File: src/rtl/lpm_pkg.sv
package lpm_pkg;
  localparam int IDLE_BIT = 0;
  localparam int PD_BIT   = 1;
  localparam int CTL_W    = 2;

  typedef enum logic [1:0] {
    ST_RUN  = 2'd0,
    ST_IDLE = 2'd1,
    ST_PD   = 2'd2
  } lpm_state_e;

  typedef struct packed {
    logic cpu;
    logic per;
    logic osc;
  } clk_en_t;
endpackage

File: src/rtl/lpm_fsm.sv
module lpm_fsm
  import lpm_pkg::*;
(
  input  logic             clk,
  input  logic             rst,
  input  logic             ctl_we,
  input  logic [CTL_W-1:0] ctl_wdata,
  input  logic             irq_pend,
  output logic [CTL_W-1:0] ctl_q,
  output lpm_state_e       state
);
  lpm_state_e st_q;

  always_ff @(posedge clk) begin
    if (rst) begin
      st_q  <= ST_RUN;
      ctl_q <= '0;
    end else begin
      unique case (st_q)
        ST_RUN: begin
          if (ctl_we) begin
            ctl_q <= ctl_wdata;
            if (ctl_wdata[PD_BIT])        st_q <= ST_PD;
            else if (ctl_wdata[IDLE_BIT]) st_q <= ST_IDLE;
          end
        end
        ST_IDLE: begin
          if (irq_pend) begin
            st_q  <= ST_RUN;
            ctl_q <= '0;
          end
        end
        ST_PD: ;
        default: st_q <= ST_RUN;
      endcase
    end
  end

  assign state = st_q;

  a_r4_pd_wins: assert property (@(posedge clk) disable iff (rst)
    (st_q == ST_RUN && ctl_we && ctl_wdata[PD_BIT]) |=> (st_q == ST_PD));
  a_r3_idle_entry: assert property (@(posedge clk) disable iff (rst)
    (st_q == ST_RUN && ctl_we && ctl_wdata == 2'b01) |=> (st_q == ST_IDLE));
  a_r6_irq_exit: assert property (@(posedge clk) disable iff (rst)
    (st_q == ST_IDLE && irq_pend) |=> (st_q == ST_RUN && ctl_q == '0));
  a_r7_pd_sticky: assert property (@(posedge clk) disable iff (rst)
    (st_q == ST_PD) |=> (st_q == ST_PD));
  a_r8_write_ignored: assert property (@(posedge clk) disable iff (rst)
    (st_q != ST_RUN && ctl_we && !irq_pend) |=> $stable(ctl_q));
endmodule

File: src/rtl/lpm_clken.sv
module lpm_clken
  import lpm_pkg::*;
(
  input  logic       clk,
  input  logic       rst,
  input  lpm_state_e state,
  output clk_en_t    en
);
  always_comb begin
    unique case (state)
      ST_IDLE: en = '{cpu: 1'b0, per: 1'b1, osc: 1'b1};
      ST_PD:   en = '{cpu: 1'b0, per: 1'b0, osc: 1'b0};
      default: en = '{cpu: 1'b1, per: 1'b1, osc: 1'b1};
    endcase
  end

  a_r3_idle_clocks: assert property (@(posedge clk) disable iff (rst)
    (state == ST_IDLE) |-> (!en.cpu && en.per && en.osc));
  a_r4_pd_clocks: assert property (@(posedge clk) disable iff (rst)
    (state == ST_PD) |-> (en == 3'b000));
endmodule

File: src/rtl/lpm_pinmux.sv
module lpm_pinmux
  import lpm_pkg::*;
#(
  parameter int PORT_W = 8,
  parameter int NPORT  = 4
) (
  input  logic                          clk,
  input  logic                          rst,
  input  lpm_state_e                    state,
  input  logic                          ext_code,
  input  logic                          ale_run,
  input  logic                          psen_run,
  input  logic                          p0_oe_run,
  input  logic [NPORT-1:0][PORT_W-1:0]  run_v,
  input  logic [NPORT-1:0][PORT_W-1:0]  dat_v,
  input  logic [PORT_W-1:0]             addr_hi,
  output logic                          ale_o,
  output logic                          psen_o,
  output logic                          p0_oe,
  output logic [NPORT-1:0][PORT_W-1:0]  pin_v
);
  localparam int FLOAT_PORT = 0;
  localparam int ADDR_PORT  = 2;

  logic running;
  assign running = (state == ST_RUN);

  always_comb begin
    unique case (state)
      ST_IDLE: begin ale_o = 1'b1;    psen_o = 1'b1;     end
      ST_PD:   begin ale_o = 1'b0;    psen_o = 1'b0;     end
      default: begin ale_o = ale_run; psen_o = psen_run; end
    endcase
    p0_oe = running ? p0_oe_run : !ext_code;
  end

  for (genvar i = 0; i < NPORT; i++) begin : g_port
    logic floats, shows_addr;
    assign floats     = (i == FLOAT_PORT) && ext_code;
    assign shows_addr = (i == ADDR_PORT) && ext_code && (state == ST_IDLE);
    always_comb begin
      if (running)         pin_v[i] = run_v[i];
      else if (floats)     pin_v[i] = '0;
      else if (shows_addr) pin_v[i] = addr_hi;
      else                 pin_v[i] = dat_v[i];
    end
  end

  a_r12_p0_float: assert property (@(posedge clk) disable iff (rst)
    (state != ST_RUN && ext_code) |-> (!p0_oe && pin_v[FLOAT_PORT] == '0));
  a_r10_strobes: assert property (@(posedge clk) disable iff (rst)
    (state == ST_PD) |-> (!ale_o && !psen_o));
endmodule

File: src/rtl/lpm_ctrl.sv
module lpm_ctrl
  import lpm_pkg::*;
#(
  parameter int PORT_W = 8
) (
  input  logic              clk,
  input  logic              rst,
  input  logic              ext_code,
  input  logic              ctl_we,
  input  logic [1:0]        ctl_wdata,
  input  logic              irq_pend,
  input  logic              ale_run,
  input  logic              psen_run,
  input  logic              p0_oe_run,
  input  logic [PORT_W-1:0] p0_run,
  input  logic [PORT_W-1:0] p1_run,
  input  logic [PORT_W-1:0] p2_run,
  input  logic [PORT_W-1:0] p3_run,
  input  logic [PORT_W-1:0] p0_dat,
  input  logic [PORT_W-1:0] p1_dat,
  input  logic [PORT_W-1:0] p2_dat,
  input  logic [PORT_W-1:0] p3_dat,
  input  logic [PORT_W-1:0] addr_hi,
  output logic [1:0]        ctl_q,
  output logic [1:0]        mode_o,
  output logic              cpu_clk_en,
  output logic              per_clk_en,
  output logic              osc_en,
  output logic              ale_o,
  output logic              psen_o,
  output logic              p0_oe,
  output logic [PORT_W-1:0] p0_o,
  output logic [PORT_W-1:0] p1_o,
  output logic [PORT_W-1:0] p2_o,
  output logic [PORT_W-1:0] p3_o
);
  localparam int NPORT = 4;

  lpm_state_e state;
  clk_en_t    en;
  logic       ext_lat;
  logic [NPORT-1:0][PORT_W-1:0] run_v, dat_v, pin_v;

  always_ff @(posedge clk) begin
    if (rst) ext_lat <= ext_code;
  end

  a_r1_select_held: assert property (@(posedge clk) disable iff (rst)
    !rst |=> $stable(ext_lat));

  assign run_v = {p3_run, p2_run, p1_run, p0_run};
  assign dat_v = {p3_dat, p2_dat, p1_dat, p0_dat};

  lpm_fsm u_fsm (
    .clk(clk), .rst(rst), .ctl_we(ctl_we), .ctl_wdata(ctl_wdata),
    .irq_pend(irq_pend), .ctl_q(ctl_q), .state(state)
  );

  lpm_clken u_clken (
    .clk(clk), .rst(rst), .state(state), .en(en)
  );

  lpm_pinmux #(.PORT_W(PORT_W), .NPORT(NPORT)) u_pinmux (
    .clk(clk), .rst(rst), .state(state), .ext_code(ext_lat),
    .ale_run(ale_run), .psen_run(psen_run), .p0_oe_run(p0_oe_run),
    .run_v(run_v), .dat_v(dat_v), .addr_hi(addr_hi),
    .ale_o(ale_o), .psen_o(psen_o), .p0_oe(p0_oe), .pin_v(pin_v)
  );

  assign mode_o     = state;
  assign cpu_clk_en = en.cpu;
  assign per_clk_en = en.per;
  assign osc_en     = en.osc;
  assign p0_o = pin_v[0];
  assign p1_o = pin_v[1];
  assign p2_o = pin_v[2];
  assign p3_o = pin_v[3];
endmodule

File: config.mk
export PLATFORM = sky130hd
export DESIGN_NAME = lpm_ctrl
export DESIGN_NICKNAME = d
export VERILOG_FILES = /design/src/rtl/lpm_pkg.sv /design/src/rtl/lpm_fsm.sv /design/src/rtl/lpm_clken.sv /design/src/rtl/lpm_pinmux.sv /design/src/rtl/lpm_ctrl.sv
export SDC_FILE = /design/constraint.sdc
export NUM_CORES = 1
export LEC_CHECK = 0
export BUFFER_PORTS_ARGS = -buffer_cell sky130_fd_sc_hd__buf_4
export CORE_UTILIZATION = 25
export CTS_CLUSTER_SIZE = 28
export DETAILED_ROUTE_END_ITERATION = 16
export GPL_ROUTABILITY_DRIVEN = 0
export PLACE_DENSITY = 0.71
export RECOVER_POWER = 50
export SYNTH_ARGS = -nofsm -noshare
export SYNTH_HDL_FRONTEND = slang
export SYNTH_SLANG_ARGS = --single-unit
File: constraint.sdc
create_clock -name clk -period 3.09 [get_ports clk]
set_clock_uncertainty 0.2 [all_clocks]
set_input_delay 0.1545 -clock clk [delete_from_list [all_inputs] [get_ports clk]]
set_output_delay 0.1545 -clock clk [all_outputs]
set_load 0.02 [all_outputs]
==> results.sh <==
export IMPL_status="finished clean"
export IMPL_track_usage=0.1766
export IMPL_reg2reg_slack_ns=1.22
export IMPL_first_pass_iters=4
export IMPL_rows=20
export IMPL_overflow=0
export IMPL_initial_core_util=0.2631
export IMPL_final_util=0.5619
export IMPL_fmax_mhz=421.6
export IMPL_hold_violations=0
export IMPL_clk_pin_slew_ns=0.05
export IMPL_dp_final_hpwl_um=2649
export IMPL_yosys_warnings=0
export IMPL_leakagePower_nw=0.8968
export IMPL_end_kind="output port"
export IMPL_vias=1197
export IMPL_setup_viol=0
export IMPL_syn_num_nets=184
export IMPL_worst_slew_pin_slew_ns=0.7016
export IMPL_async_flop_share=0
export IMPL_via_per_inst=4.500
export IMPL_synth_cell_types=29
export IMPL_numCtsBuffers=3
export IMPL_critPathMaxFanout=37
export IMPL_crit_path_start_kind="flop"
export IMPL_nFillCells=335
export IMPL_worst_ep_arrival_time_ns=2.02
export IMPL_grt_pass1_vias=1009
export IMPL_wire_per_inst_um=12.12
export IMPL_final_common_cell="buf_4"
export IMPL_areaGrowthSynthToFinish_pct=113.6
export IMPL_die_area_mm2=0.003444
export IMPL_clockBufferDepth=2
export IMPL_drt_iter0_drc=34
export IMPL_totalWireLength_um=3225
export IMPL_antenna_found_initial=0
export IMPL_syn_inst=99
export IMPL_io_buffers=123
export IMPL_htreeDepth=1
export IMPL_fin_crit_sh=0.7675
export IMPL_cpMaxStageDelayCell="ha_2"
export IMPL_synth_edff_count=1
export IMPL_layout_drive_gt1_share=0.5721
export IMPL_critPathMaxStageDelay_ns=0.64
export IMPL_fp_dieH_um=58.69
export IMPL_ys_seq_elements=5
export IMPL_maxCapViolCount=0
export IMPL_period_minus_slack_ns=2.372
export IMPL_crit_path_cell_trace="inv_1 > ha_2 > nor2_1 > a22o_1 > buf_4"
export IMPL_cts_tree="built"
export IMPL_rsz0062_at_grt="no"
export IMPL_core_area_mm2=0.003053
export IMPL_p_per_area_mw_per_mm2=436.0
export IMPL_io_pins=124
export IMPL_grt_pass1_wl_um=4657
export IMPL_relSlewSlack=0.5323
export IMPL_diodes=0
export IMPL_layout_nets=308
export IMPL_slew_violations=0
export IMPL_drt_drc_violations_left=0
export IMPL_yosys_most_used_dff="dfxtp_1"
export IMPL_syn_area_um2=803.3
export IMPL_root_buffer="clkbuf_4"
export IMPL_worstSkewPairLatency_ns=0.25
export IMPL_path_buf_inv=2
export IMPL_grt_max_degree=38
export IMPL_ir_worst_vdd_v=0.0004029
export IMPL_post_cts_resize_count=0
export IMPL_die_x_um=58.69
export IMPL_path_class="reg2out"
export IMPL_cp_data_required_time_ns=2.74
export IMPL_hp_class="in2reg"
export IMPL_yosysSeqAreaShare=0.1371
export IMPL_critical_path_top_delay_family="adder cells"
export IMPL_clkSinkCount=5
export IMPL_syn_avg_cell_area_um2=8.114
export IMPL_ant_nets=0
export IMPL_fin_setup_tns_ns=0
export IMPL_layout_common_cells="104 x buf_4, 20 x clkbuf_1, 16 x mux2_2"
-- cell families (layout without fill, tap and decap cells) --
family / Yosys count / in the layout / synth area share
mux: 25 / 25 / 0.3364
fa+ha+maj: 3 / 3 / 0.04673
simple gates: 27 / 27 / 0.1729
compound gates: 26 / 26 / 0.2150
flops: 5 / 5 / 0.1371
buf+inv: 13 / 136 / 0.09189
-- metrics by stage --
step | setup WS, ns | cells | hold slack [ns] | power (mW) | cell area [um^2]
after floorplan | 1.149 | 99 | 0.02357 | 0.4540 | 803.3
after global placement | 1.024 | 260 | 0.1397 | 0.7055 | 1740
after detailed placement | 0.9738 | 260 | 0.1476 | 0.7080 | 1740
after CTS | 0.6938 | 266 | 0.0001787 | 0.7923 | 1787
after global routing | 0.5553 | 266 | 0.02987 | 0.8010 | 1715
final | 0.7184 | 266 | 0.01196 | 0.7479 | 1715
-- sequential cells by signal, indices dropped and copies added, names as in the netlist --
| name | count |
|---|---|
| u_fsm.state | 2 |
| u_fsm.ctl_q | 2 |
| ext_lat | 1 |
-- power breakdown --
part / switching [mW] / total (mW) / leakage (nW) / internal, mW
registers: 0.00747 / 0.0829 / 0.0426 / 0.0754
logic: 0.312 / 0.585 / 0.839 / 0.274
clock network: 0.0306 / 0.0797 / 0.0150 / 0.0491
-- repair_timing --
action | in CTS | in global routing
buffers inserted | 0 | 0
hold endpoints to repair | 6 | 0
hold buffers | 2 | 0
-- cell type report --
type | count | area [um^2] | area share
sequential | 5 | 110.1 | 0.06419
tap | 44 | 55.05 | 0.03209
inverter | 6 | 22.52 | 0.01313
timing repair buffer | 126 | 879.6 | 0.5128
multi-input combinational | 81 | 621.8 | 0.3625
clock buffer | 4 | 26.28 | 0.01532
-- final timing paths --
kind,cells past startpoint,to,start
worst min register to register,2,u_fsm.ctl_q[1],u_fsm.ctl_q[1]
worst max-delay path,5,p0_o[6],u_fsm.state[0]
worst min-delay path,3,u_fsm.ctl_q[0],ctl_wdata[0]
worst max register to register,5,u_fsm.state[0],u_fsm.state[0]
-- worst reg2reg max path, cell delays in order (launching register included) --
cell      delay, ns
dfxtp_1        0.33
inv_1          0.09
ha_2           0.64
nand2b_1       0.16
a41oi_1        0.28
nor3_2         0.05
-- routing by layer --
layer	track usage	up-vias	part of all wire
li1	-	604	-
met1	0.2206	515	0.41
met2	0.3087	75	0.48
met3	0.04615	3	0.10
met4	0.03061	0	0.0056
met5	0	-	0
-- cell usage after synthesis (2+ instances only) --
library cell  instances  area [um^2]
buf_2                 2        10.01
a22o_1                7        61.31
buf_4                 2        15.01
buf_6                 2        22.52
o21ai_0              11        55.05
mux2i_1               9        90.09
dfxtp_1               4        80.08
nor2b_1               2        12.51
a31oi_1               2        12.51
inv_1                 6        22.52
nand3_1               2        10.01
nand3b_1              2        15.01
ha_1                  3        37.54
nand2b_1              3        18.77
nand2_1              13        48.80
mux2_2               16        180.2
Power figures use the tool's default switching activity.
